===== config.mk =====
export PLATFORM = sky130hd
export DESIGN_NAME = cfg_dma_engine
export DESIGN_NICKNAME = d
export VERILOG_FILES = /design/src/rtl/cfg_dma_pkg.sv /design/src/rtl/cfg_dma_hostreg.sv /design/src/rtl/cfg_dma_cursor.sv /design/src/rtl/cfg_dma_seq.sv /design/src/rtl/cfg_dma_engine.sv
export SDC_FILE = /design/constraint.sdc
export NUM_CORES = 1
export LEC_CHECK = 0
export ABC_AREA = 0
export BUFFER_PORTS_ARGS = -buffer_cell sky130_fd_sc_hd__buf_2
export CAP_MARGIN = 40
export CORE_ASPECT_RATIO = 0.5
export CORE_UTILIZATION = 35
export DETAILED_ROUTE_END_ITERATION = 10
export PLACE_DENSITY = 0.51
export SYNTH_ARGS = -nofsm -noshare
export SYNTH_HDL_FRONTEND = slang
export SYNTH_SLANG_ARGS = --single-unit

===== constraint.sdc =====
create_clock -name clk_i -period 6.8 [get_ports clk_i]
set_input_delay 0.68 -clock clk_i [delete_from_list [all_inputs] [get_ports clk_i]]
set_output_delay 0.68 -clock clk_i [all_outputs]
set_load 0.005 [all_outputs]

===== src/rtl/cfg_dma_pkg.sv =====
package cfg_dma_pkg;
  localparam int CTRL_RD   = 1;
  localparam int CTRL_SKIP = 2;
  localparam int CTRL_SEL  = 3;
  localparam int CTRL_WR   = 4;
  localparam logic [63:0] DMA_MAGIC = 64'h4346_4744_4D41_454E;

  typedef enum logic [2:0] {
    ST_IDLE, ST_FETCH, ST_SEL, ST_CHECK, ST_RD, ST_WR, ST_WB
  } seq_state_e;
endpackage


===== src/rtl/cfg_dma_hostreg.sv =====
module cfg_dma_hostreg #(
  parameter int AW = 64,
  parameter logic [AW-1:0] MAGIC = cfg_dma_pkg::DMA_MAGIC[AW-1:0]
) (
  input  logic            clk_i,
  input  logic            rst_ni,
  input  logic            reg_we_i,
  input  logic            reg_lo_i,
  input  logic [AW/2-1:0] reg_wdata_i,
  output logic [AW/2-1:0] reg_rdata_o,
  input  logic            busy_i,
  input  logic            done_i,
  output logic            trig_o,
  output logic [AW-1:0]   ptr_o
);
  localparam int HW = AW / 2;

  logic [HW-1:0] hi_q, lo_q;
  logic          trig_q;

  always_ff @(posedge clk_i or negedge rst_ni) begin
    if (!rst_ni) begin
      hi_q   <= '0;
      lo_q   <= '0;
      trig_q <= 1'b0;
    end else begin
      trig_q <= 1'b0;
      if (done_i) begin
        hi_q <= '0;
        lo_q <= '0;
      end else if (reg_we_i && !busy_i) begin
        if (reg_lo_i) begin
          lo_q   <= reg_wdata_i;
          trig_q <= 1'b1;
        end else begin
          hi_q <= reg_wdata_i;
        end
      end
    end
  end

  assign trig_o = trig_q;
  assign ptr_o  = {hi_q, lo_q};

  always_comb begin
    if (busy_i) reg_rdata_o = reg_lo_i ? lo_q : hi_q;
    else        reg_rdata_o = reg_lo_i ? MAGIC[HW-1:0] : MAGIC[AW-1:HW];
  end

  a_r2_low_half_triggers: assert property (@(posedge clk_i) disable iff (!rst_ni)
    (reg_we_i && reg_lo_i && !busy_i && !done_i) |=> trig_o);
  a_r9_ptr_cleared: assert property (@(posedge clk_i) disable iff (!rst_ni)
    done_i |=> (ptr_o == '0));
  a_r10_busy_write_ignored: assert property (@(posedge clk_i) disable iff (!rst_ni)
    (reg_we_i && busy_i && !done_i) |=> ($stable(ptr_o) && !trig_o));
endmodule


===== src/rtl/cfg_dma_cursor.sv =====
module cfg_dma_cursor #(
  parameter int KW = 16,
  parameter int OW = 32
) (
  input  logic          clk_i,
  input  logic          rst_ni,
  input  logic          host_sel_i,
  input  logic [KW-1:0] host_key_i,
  input  logic          host_step_i,
  input  logic          dma_sel_i,
  input  logic [KW-1:0] dma_key_i,
  input  logic          dma_adv_i,
  input  logic [OW-1:0] dma_len_i,
  output logic [KW-1:0] key_o,
  output logic [OW-1:0] off_o
);
  logic [KW-1:0] key_q;
  logic [OW-1:0] off_q;

  // engine requests take priority; host strobes are gated by the top while busy
  always_ff @(posedge clk_i or negedge rst_ni) begin
    if (!rst_ni) begin
      key_q <= '0;
      off_q <= '0;
    end else if (dma_sel_i) begin
      key_q <= dma_key_i;
      off_q <= '0;
    end else if (dma_adv_i) begin
      off_q <= off_q + dma_len_i;
    end else if (host_sel_i) begin
      key_q <= host_key_i;
      off_q <= '0;
    end else if (host_step_i) begin
      off_q <= off_q + OW'(1);
    end
  end

  assign key_o = key_q;
  assign off_o = off_q;

  a_r4_select_zeroes_offset: assert property (@(posedge clk_i) disable iff (!rst_ni)
    (dma_sel_i || host_sel_i) |=> (off_o == '0));
  a_r8_advance_by_length: assert property (@(posedge clk_i) disable iff (!rst_ni)
    (dma_adv_i && !dma_sel_i) |=> (off_o == $past(off_o) + $past(dma_len_i)));
endmodule


===== src/rtl/cfg_dma_seq.sv =====
module cfg_dma_seq
  import cfg_dma_pkg::*;
#(
  parameter int AW = 64,
  parameter int KW = 16,
  parameter int OW = 32
) (
  input  logic          clk_i,
  input  logic          rst_ni,
  input  logic          trig_i,
  input  logic [AW-1:0] ptr_i,
  output logic          busy_o,
  output logic          done_o,
  output logic          mem_req_o,
  output logic          mem_we_o,
  output logic [AW-1:0] mem_addr_o,
  output logic [7:0]    mem_wdata_o,
  input  logic [7:0]    mem_rdata_i,
  input  logic [OW-1:0] cur_off_i,
  input  logic [OW-1:0] item_len_i,
  input  logic          item_ro_i,
  input  logic [7:0]    item_rdata_i,
  output logic          item_we_o,
  output logic [7:0]    item_wdata_o,
  output logic [OW-1:0] xfer_idx_o,
  output logic          dma_sel_o,
  output logic [KW-1:0] dma_key_o,
  output logic          dma_adv_o,
  output logic [OW-1:0] dma_len_o
);
  localparam int DESC_B = 16;
  localparam int DESC_W = DESC_B * 8;
  localparam int IW     = $clog2(DESC_B);
  localparam int WB_B   = 4;

  seq_state_e    st_q;
  logic [AW-1:0] ptr_q;
  logic [DESC_W-1:0] desc_q;
  logic [IW-1:0] idx_q;
  logic [OW-1:0] cnt_q;
  logic          err_q;

  logic [31:0]   ctrl_w, len_w;
  logic [AW-1:0] maddr_w;
  logic [OW-1:0] len_o;
  logic [OW:0]   wr_end, cur_pos;
  logic          wr_reject, in_range, last_byte;

  assign ctrl_w  = desc_q[DESC_W-1 -: 32];
  assign len_w   = desc_q[DESC_W-33 -: 32];
  assign maddr_w = AW'(desc_q[63:0]);
  assign len_o   = OW'(len_w);

  assign wr_end    = {1'b0, cur_off_i} + {1'b0, len_o};
  assign wr_reject = item_ro_i || (wr_end > {1'b0, item_len_i});
  assign cur_pos   = {1'b0, cur_off_i} + {1'b0, cnt_q};
  assign in_range  = cur_pos < {1'b0, item_len_i};
  assign last_byte = (cnt_q == len_o - OW'(1));

  always_ff @(posedge clk_i or negedge rst_ni) begin
    if (!rst_ni) begin
      st_q   <= ST_IDLE;
      ptr_q  <= '0;
      desc_q <= '0;
      idx_q  <= '0;
      cnt_q  <= '0;
      err_q  <= 1'b0;
    end else begin
      case (st_q)
        ST_IDLE: if (trig_i) begin
          ptr_q <= ptr_i;
          idx_q <= '0;
          err_q <= 1'b0;
          st_q  <= ST_FETCH;
        end
        ST_FETCH: begin
          desc_q <= {desc_q[DESC_W-9:0], mem_rdata_i};
          idx_q  <= idx_q + IW'(1);
          if (idx_q == IW'(DESC_B - 1)) st_q <= ST_SEL;
        end
        ST_SEL: st_q <= ST_CHECK;
        ST_CHECK: begin
          cnt_q <= '0;
          idx_q <= '0;
          if (ctrl_w[CTRL_RD]) begin
            st_q <= (len_o == '0) ? ST_WB : ST_RD;
          end else if (ctrl_w[CTRL_WR]) begin
            if (wr_reject) begin
              err_q <= 1'b1;
              st_q  <= ST_WB;
            end else begin
              st_q <= (len_o == '0) ? ST_WB : ST_WR;
            end
          end else begin
            st_q <= ST_WB;
          end
        end
        ST_RD, ST_WR: begin
          cnt_q <= cnt_q + OW'(1);
          if (last_byte) st_q <= ST_WB;
        end
        ST_WB: begin
          idx_q <= idx_q + IW'(1);
          if (idx_q == IW'(WB_B - 1)) st_q <= ST_IDLE;
        end
        default: st_q <= ST_IDLE;
      endcase
    end
  end

  always_comb begin
    mem_req_o    = 1'b0;
    mem_we_o     = 1'b0;
    mem_addr_o   = '0;
    mem_wdata_o  = '0;
    item_we_o    = 1'b0;
    item_wdata_o = '0;
    xfer_idx_o   = '0;
    dma_sel_o    = 1'b0;
    dma_adv_o    = 1'b0;
    done_o       = 1'b0;
    case (st_q)
      ST_FETCH: begin
        mem_req_o  = 1'b1;
        mem_addr_o = ptr_q + AW'(idx_q);
      end
      ST_SEL: dma_sel_o = ctrl_w[CTRL_SEL];
      ST_CHECK: dma_adv_o = !ctrl_w[CTRL_RD] && !ctrl_w[CTRL_WR] && ctrl_w[CTRL_SKIP];
      ST_RD: begin
        mem_req_o   = 1'b1;
        mem_we_o    = 1'b1;
        mem_addr_o  = maddr_w + AW'(cnt_q);
        mem_wdata_o = in_range ? item_rdata_i : 8'h00;
        xfer_idx_o  = cnt_q;
        dma_adv_o   = last_byte;
      end
      ST_WR: begin
        mem_req_o    = 1'b1;
        mem_addr_o   = maddr_w + AW'(cnt_q);
        item_we_o    = 1'b1;
        item_wdata_o = mem_rdata_i;
        xfer_idx_o   = cnt_q;
        dma_adv_o    = last_byte;
      end
      ST_WB: begin
        mem_req_o   = 1'b1;
        mem_we_o    = 1'b1;
        mem_addr_o  = ptr_q + AW'(idx_q);
        mem_wdata_o = (idx_q == IW'(WB_B - 1)) ? {7'd0, err_q} : 8'h00;
        done_o      = (idx_q == IW'(WB_B - 1));
      end
      default: ;
    endcase
  end

  assign busy_o    = (st_q != ST_IDLE);
  assign dma_key_o = ctrl_w[31:32-KW];
  assign dma_len_o = len_o;

  a_r7_no_item_write_on_error: assert property (@(posedge clk_i) disable iff (!rst_ni)
    err_q |-> !item_we_o);
  a_r7_item_write_in_bounds: assert property (@(posedge clk_i) disable iff (!rst_ni)
    item_we_o |-> (in_range && !item_ro_i));
endmodule


===== src/rtl/cfg_dma_engine.sv =====
module cfg_dma_engine #(
  parameter int AW = 64,
  parameter int KW = 16,
  parameter int OW = 32
) (
  input  logic            clk_i,
  input  logic            rst_ni,
  input  logic            reg_we_i,
  input  logic            reg_lo_i,
  input  logic [AW/2-1:0] reg_wdata_i,
  output logic [AW/2-1:0] reg_rdata_o,
  input  logic            sel_we_i,
  input  logic [KW-1:0]   sel_key_i,
  input  logic            data_rd_i,
  output logic [7:0]      data_o,
  output logic            busy_o,
  output logic            mem_req_o,
  output logic            mem_we_o,
  output logic [AW-1:0]   mem_addr_o,
  output logic [7:0]      mem_wdata_o,
  input  logic [7:0]      mem_rdata_i,
  output logic [KW-1:0]   item_key_o,
  output logic [OW-1:0]   item_off_o,
  input  logic [OW-1:0]   item_len_i,
  input  logic            item_ro_i,
  input  logic [7:0]      item_rdata_i,
  output logic            item_we_o,
  output logic [7:0]      item_wdata_o
);
  logic          trig, seq_busy, done, busy;
  logic [AW-1:0] ptr;
  logic [OW-1:0] cur_off, xfer_idx, dma_len;
  logic [KW-1:0] dma_key;
  logic          dma_sel, dma_adv;

  assign busy   = trig | seq_busy;
  assign busy_o = busy;

  cfg_dma_hostreg #(.AW(AW)) i_hostreg (
    .clk_i, .rst_ni, .reg_we_i, .reg_lo_i, .reg_wdata_i, .reg_rdata_o,
    .busy_i(busy), .done_i(done), .trig_o(trig), .ptr_o(ptr)
  );

  cfg_dma_cursor #(.KW(KW), .OW(OW)) i_cursor (
    .clk_i, .rst_ni,
    .host_sel_i(sel_we_i & ~busy), .host_key_i(sel_key_i),
    .host_step_i(data_rd_i & ~busy),
    .dma_sel_i(dma_sel), .dma_key_i(dma_key),
    .dma_adv_i(dma_adv), .dma_len_i(dma_len),
    .key_o(item_key_o), .off_o(cur_off)
  );

  cfg_dma_seq #(.AW(AW), .KW(KW), .OW(OW)) i_seq (
    .clk_i, .rst_ni, .trig_i(trig), .ptr_i(ptr),
    .busy_o(seq_busy), .done_o(done),
    .mem_req_o, .mem_we_o, .mem_addr_o, .mem_wdata_o, .mem_rdata_i,
    .cur_off_i(cur_off), .item_len_i, .item_ro_i, .item_rdata_i,
    .item_we_o, .item_wdata_o, .xfer_idx_o(xfer_idx),
    .dma_sel_o(dma_sel), .dma_key_o(dma_key),
    .dma_adv_o(dma_adv), .dma_len_o(dma_len)
  );

  assign item_off_o = cur_off + xfer_idx;
  assign data_o     = ({1'b0, cur_off} < {1'b0, item_len_i}) ? item_rdata_i : 8'h00;

  a_r11_past_end_zero: assert property (@(posedge clk_i) disable iff (!rst_ni)
    (!busy && ({1'b0, item_off_o} >= {1'b0, item_len_i})) |-> (data_o == 8'h00));
endmodule


Word level (Yosys, flattened, before mapping)
Index checks and enable logic that the tools add are counted.
{"block": "totals", "regBits": 345, "inputBits": 103, "word_cells": 124}
{"block": "classes", "bitwise": 4, "n_reduce_logical": 28, "magnitude_cmp": 3, "n_eq_ne": 18, "add_sub_neg": 10, "n_mux": 50}
{"operator": "32-bit 2-to-1 mux", "n": 13}
{"operator": "64-bit one-hot mux with 2 select lines", "n": 1}
{"operator": "32-bit by 32-bit adder with 33-bit output", "n": 2}
{"operator": "32-bit by 1-bit adder with 32-bit output (second input constant)", "n": 2}
{"operator": "32-bit adder", "n": 2}
{"operator": "64-bit by 32-bit adder with 64-bit output", "n": 1}
{"operator": "64-bit by 4-bit adder with 64-bit output", "n": 1}
{"operator": "32-bit one-hot mux with 2 select lines", "n": 1}
{"operator": "16-bit 2-to-1 mux", "n": 3}
{"operator": "33-bit by 32-bit > comparator with 1-bit output", "n": 1}
{"operator": "33-bit by 32-bit less-than comparator with 1-bit output", "n": 1}
{"operator": "32-bit == test", "n": 1}
{"operator": "32-bit logical NOT", "n": 1}
{"operator": "32-bit less-than comparator", "n": 1}
{"operator": "32-bit by 1-bit subtractor with 32-bit output (second input constant)", "n": 1}
{"operator": "28-bit 2-to-1 mux", "n": 1}
{"operator": "8-bit 2-to-1 mux", "n": 3}
{"operator": "3-bit 2-to-1 mux", "n": 7}
{"operator": "3-bit one-hot mux with 6 select lines", "n": 1}
{"operator": "8-bit one-hot mux with 2 select lines", "n": 1}
{"operator": "1-bit 2-to-1 mux", "n": 13}
{"operator": "2-bit by 1-bit inequality test with 1-bit output (second input constant)", "n": 6}
{"operator": "4-bit one-hot mux with 3 select lines", "n": 1}
{"operator": "2-bit AND reduction", "n": 5}
{"operator": "other kinds (24)", "n": 43}

Longest topological paths before layout
{"block": "logic_depth", "ltp_word": 8, "mapped_depth": 21, "mapped_depth_nobuf": 21}

Hierarchy
From an unflattened synthesis, not the netlist that was laid out.
{"block": "unflattened", "hier_cells": 3733, "hier_area_um2": 29992.5}
{"module": "cfg_dma_seq", "seq_area_each_um2": 5805.6, "cells_per_inst": 2522, "area_per_inst_um2": 19608.8, "instances": 1}
{"module": "cfg_dma_cursor", "seq_area_each_um2": 1201.2, "cells_per_inst": 528, "area_per_inst_um2": 4310.4, "instances": 1}
{"module": "cfg_dma_hostreg", "seq_area_each_um2": 1626.6, "cells_per_inst": 327, "area_per_inst_um2": 3532.1, "instances": 1}
{"module": "cfg_dma_engine", "seq_area_each_um2": 0.0, "cells_per_inst": 356, "area_per_inst_um2": 2541.2, "instances": 1}

Worst setup path before layout
No wires, ideal clock.
{"block": "synth_timing", "path_kind": "reg-to-output", "from": "reg i_seq.st_q[1]", "to": "out item_off_o[30]", "required_ns": 6.120, "path_stages_with_launch": 19, "path_buffers": 4, "arrival_ns": 4.363, "setup_slack_ns": 1.757, "path_cell_list": "dfrtp_1 > clkbuf_1 > nor2b_1 > clkbuf_1 > clkbuf_1 > clkbuf_1 > and2_1 > ha_1 > inv_1 > fa_1 > nor2b_1 > o21a_1 > o21ai_0 > a21oi_1 > a31oi_1 > o31ai_1 > a2111oi_0 > or4_1 > nand3_1"}
{"block": "synth_via", "elab_chain_cells": 4}
{"element": "start, declared", "line": "cfg_dma_seq.sv:36", "text": "seq_state_e st_q;"}
{"element": "start signal, assigned", "line": "cfg_dma_seq.sv:86", "text": "st_q <= (len_o == '0) ? ST_WB : ST_RD;"}
{"element": "start signal, assigned", "line": "cfg_dma_seq.sv:92", "text": "st_q <= (len_o == '0) ? ST_WB : ST_WR;"}
{"element": "3-bit == test", "line": "cfg_dma_seq.sv:122", "text": "case (st_q)"}
{"element": "2-bit OR reduction (no source line) *"}
{"element": "32-bit 2-to-1 mux *", "line": "cfg_dma_seq.sv:122"}
{"element": "32-bit adder *", "line": "cfg_dma_engine.sv:63", "text": "assign item_off_o = cur_off + xfer_idx;"}
{"element": "end, declared", "line": "cfg_dma_engine.sv:23", "text": "output logic [OW-1:0] item_off_o,"}
Every way passes the cells marked *; elsewhere a longest branch is shown, timed or not.

Worst setup path after layout
{"block": "layout_timing", "from": "reg i_seq.cnt_q[2]", "to": "out mem_wdata_o[2]"}
{"block": "layout_via", "elab_chain_cells": 4}
{"element": "start, declared", "line": "cfg_dma_seq.sv:40", "text": "logic [OW-1:0] cnt_q;"}
{"element": "start signal, assigned", "line": "cfg_dma_seq.sv:99", "text": "cnt_q <= cnt_q + OW'(1);"}
{"element": "32-bit by 32-bit adder with 33-bit output", "line": "cfg_dma_seq.sv:56", "text": "assign cur_pos = {1'b0, cur_off_i} + {1'b0, cnt_q};"}
{"element": "33-bit by 32-bit less-than comparator with 1-bit output", "line": "cfg_dma_seq.sv:57", "text": "assign in_range = cur_pos < {1'b0, item_len_i};"}
{"element": "8-bit 2-to-1 mux", "line": "cfg_dma_seq.sv:133", "text": "mem_wdata_o = in_range ? item_rdata_i : 8'h00;"}
{"element": "8-bit one-hot mux with 2 select lines", "line": "cfg_dma_seq.sv:122"}
{"element": "end, declared", "line": "cfg_dma_engine.sv:20", "text": "output logic [7:0] mem_wdata_o,"}
No other way between the ends.

==> flow_metrics.env <==
export IMPL_outcome="complete, no violations"
export IMPL_synthArstFlopShare=1.00
export IMPL_regArea_um2=8630
export IMPL_syn_area_per_cell_um2=8.83
export IMPL_synth_most_common_cell="nand2_1"
export IMPL_drt_iter0_drc=1862
export IMPL_die_area_um2=79600
export IMPL_p_per_area_nw_per_um2=246
export IMPL_path_class="register to output port"
export IMPL_synthCells=3110
export IMPL_hold_buffers=0
export IMPL_worst_pin_slew_ps=993
export IMPL_reg2reg_from="i_cursor.off_o[0]"
export IMPL_endpoint_kind="output port"
export IMPL_fin_worst_skew_ps=20.3
export IMPL_synth_edf_count=0
export IMPL_die_h_um=200
export IMPL_grt_pass1_wl_mm=146
export IMPL_worstPathRequired_ps=6120
export IMPL_rr_endpoint="i_seq.st_q[1]"
export IMPL_max_cap_violations=0
export IMPL_place_inst=4336
export IMPL_yosys_warnings=0
export IMPL_insertion_delay_ps=580
export IMPL_routedWlPerCell_um=22.1
export IMPL_worst_slack_ps=379
export IMPL_final_max_slew_viol_count=0
export IMPL_rr_worst_depth=21
export IMPL_core_area_um2=77500
export IMPL_fin_tns_setup_ps=0
export IMPL_slew_headroom=0.338
export IMPL_io_buffers=274
export IMPL_grt_antenna_before_repair=1
export IMPL_dp_slack_ps=801
export IMPL_cts_repair_resize_count=0
export IMPL_rsz0062_at_grt="false"
export IMPL_via_count=24800
export IMPL_post_route_util=0.406
export IMPL_multi_input_area_um2=17900
export IMPL_syn_area_um2=27500
export IMPL_dp_hpwl_mm=76.4
export IMPL_crit_fanout=11
export IMPL_ant_nets=0
export IMPL_grt_use_total=0.240
export IMPL_synth_nets=3447
export IMPL_cts_inserted_buffers=39
export IMPL_start_util=0.354
export IMPL_netlist_area_leader_share=0.315
export IMPL_htree_levels=2
export IMPL_grt_max_degree=164
export IMPL_power_uw=7740
export IMPL_clk_pin_slew_worst_paths_ps=60
export IMPL_cts_tree="yes"
export IMPL_synth_area_leaders="dfrtp_1, ha_1, mux2_2, xnor2_1, nand2_1"
export IMPL_rows=72
export IMPL_gp_congestion=0.941
export IMPL_max_freq_mhz=156
export IMPL_yosys_top_cells_count="nand2_1, dfrtp_1, ha_1, o21ai_0, mux2_2"
export IMPL_area_delta_synth_final_pct=14.6
export IMPL_drt_pass1_iterations=7
export IMPL_synth_main_ff_cell="dfrtp_1"
export IMPL_period_share=0.944
export IMPL_clk_path_buf_depth=3
export IMPL_grt_overflow_total=0
export IMPL_grt_pass1_vias=23400
export IMPL_root_buffer="clkbuf_16"
export IMPL_fin_crit_ps=6420
export IMPL_final_hold_viol_count=0
export IMPL_detail_route_wirelength_mm=97.5
export IMPL_ys_seq_elements=345
export IMPL_fill_cells=7799
export IMPL_nNetsFinal=3678
export IMPL_cts_sinks=345
export IMPL_synth_largest_area_cell="dfrtp_1"
export IMPL_power_leakage_uw=0.0156
export IMPL_drc_errors=0
export IMPL_ioPinCount=275
export IMPL_yosysUniqueCellTypes=82
export IMPL_setup_viol=0
export IMPL_startpoint_type="register"
export IMPL_die_w_um=398
export IMPL_cp_arrival_ps=5740
export IMPL_ys_seq_area_frac=0.315
export IMPL_layout_cells_non_filler=4406
export IMPL_cts_setup_buffers=0
export IMPL_via_per_inst=5.63
export IMPL_hold_path_class="input port to asynchronous set/reset pin"
export IMPL_reg2reg_slack_ps=1050
export IMPL_irDropWorstVdd_mv=0.150
export IMPL_drive_gt1_frac=0.184
[how the worst max path moves through the flow]
stage	cells past startpoint	slack [ps]	end	startpoint
3_5_place_dp	19	800	mem_wdata_o[2]	i_seq.cnt_q[2]
5_1_grt	19	3	mem_wdata_o[3]	i_seq.cnt_q[2]
2_1_floorplan	18	1760	item_off_o[30]	i_seq.st_q[1]
3_3_place_gp	19	820	mem_wdata_o[6]	i_seq.cnt_q[2]
6_report	19	380	mem_wdata_o[2]	i_seq.cnt_q[2]
4_1_cts	19	160	mem_wdata_o[2]	i_seq.cnt_q[2]
[per-stage QoR]
stage | cell area (um2) | hold WS (ps)
after global routing | 31500 | 190
after floorplan | 27500 | 384
after global placement | 30000 | 467
final | 31500 | 98.2
after detailed placement | 30100 | 470
after CTS | 31400 | 219
[where the power goes]
group	switching, uW	internal [uW]
clock	927	1280
sequential	454	2440
combinational	1580	1060
[sequential cells by signal, indices dropped and copies added (netlist names)]
signal,cells
i_seq.desc_q,128
i_seq.ptr_q,64
i_cursor.off_o,32
i_hostreg.hi_q,32
i_hostreg.lo_q,32
i_seq.cnt_q,32
i_cursor.key_o,16
i_seq.idx_q,4
i_seq.st_q,3
i_hostreg.trig_o,1
i_seq.err_q,1
[critical path, cell delays in order, from the launching register on]
cell,delay [ps]
dfrtp_1,510
ha_1,420
o21ai_0,120
o21ai_0,390
or4b_2,690
a211oi_2,380
o41ai_1,170
o21ai_0,260
a21oi_1,150
o31ai_1,290
xor2_1,110
ha_1,190
nor3_1,180
nand2_1,70
a221oi_1,260
o211ai_1,150
a311oi_2,390
buf_4,220
and2_1,120
buf_2,100
[routing by layer]
metal  track usage  share of wire  up-vias
met5             0              0        -
met2         0.375           0.44      688
met1         0.349           0.48    12100
met3        0.0239          0.047      123
met4        0.0738          0.028        0
li1              -              -    11900
[layout make-up]
type	count	share of cell area
diodes	1	0.0000796
clock buffers	51	0.0344
clock inverters	18	0.00708
inverters	110	0.0131
multi-input cells	2519	0.570
flip-flops and latches	345	0.274
well taps	1036	0.0412
repair buffers	326	0.0593
[logic make-up (layout without fill, tap and decap cells)]
group / count (synthesis) / count (layout) / synth area share
mux: 253 / 253 / 0.102
flops: 345 / 345 / 0.315
xor+xnor: 251 / 251 / 0.0801
fa+ha+maj: 234 / 234 / 0.108
simple gates: 988 / 988 / 0.177
compound gates: 793 / 793 / 0.184
buf+inv: 246 / 505 / 0.0348
other cells: 0 / 1 / 0
[layout by cell type (no fill, tap or decap), types with 58 or more instances in the layout]
master / netlist / final
dfrtp_1: 345 / 345
and3_1: 69 / 68
nand3_1: 120 / 119
buf_2: 4 / 274
ha_1: 229 / 229
o21ai_0: 222 / 221
inv_1: 109 / 109
nand2_1: 346 / 345
xnor2_1: 149 / 149
xor2_1: 102 / 102
a21oi_1: 154 / 152
nand4_1: 58 / 58
a21o_1: 97 / 97
nor2_1: 161 / 159
o22ai_1: 61 / 61
mux2_2: 193 / 193
No activity file was read; power rests on OpenSTA's default activity.
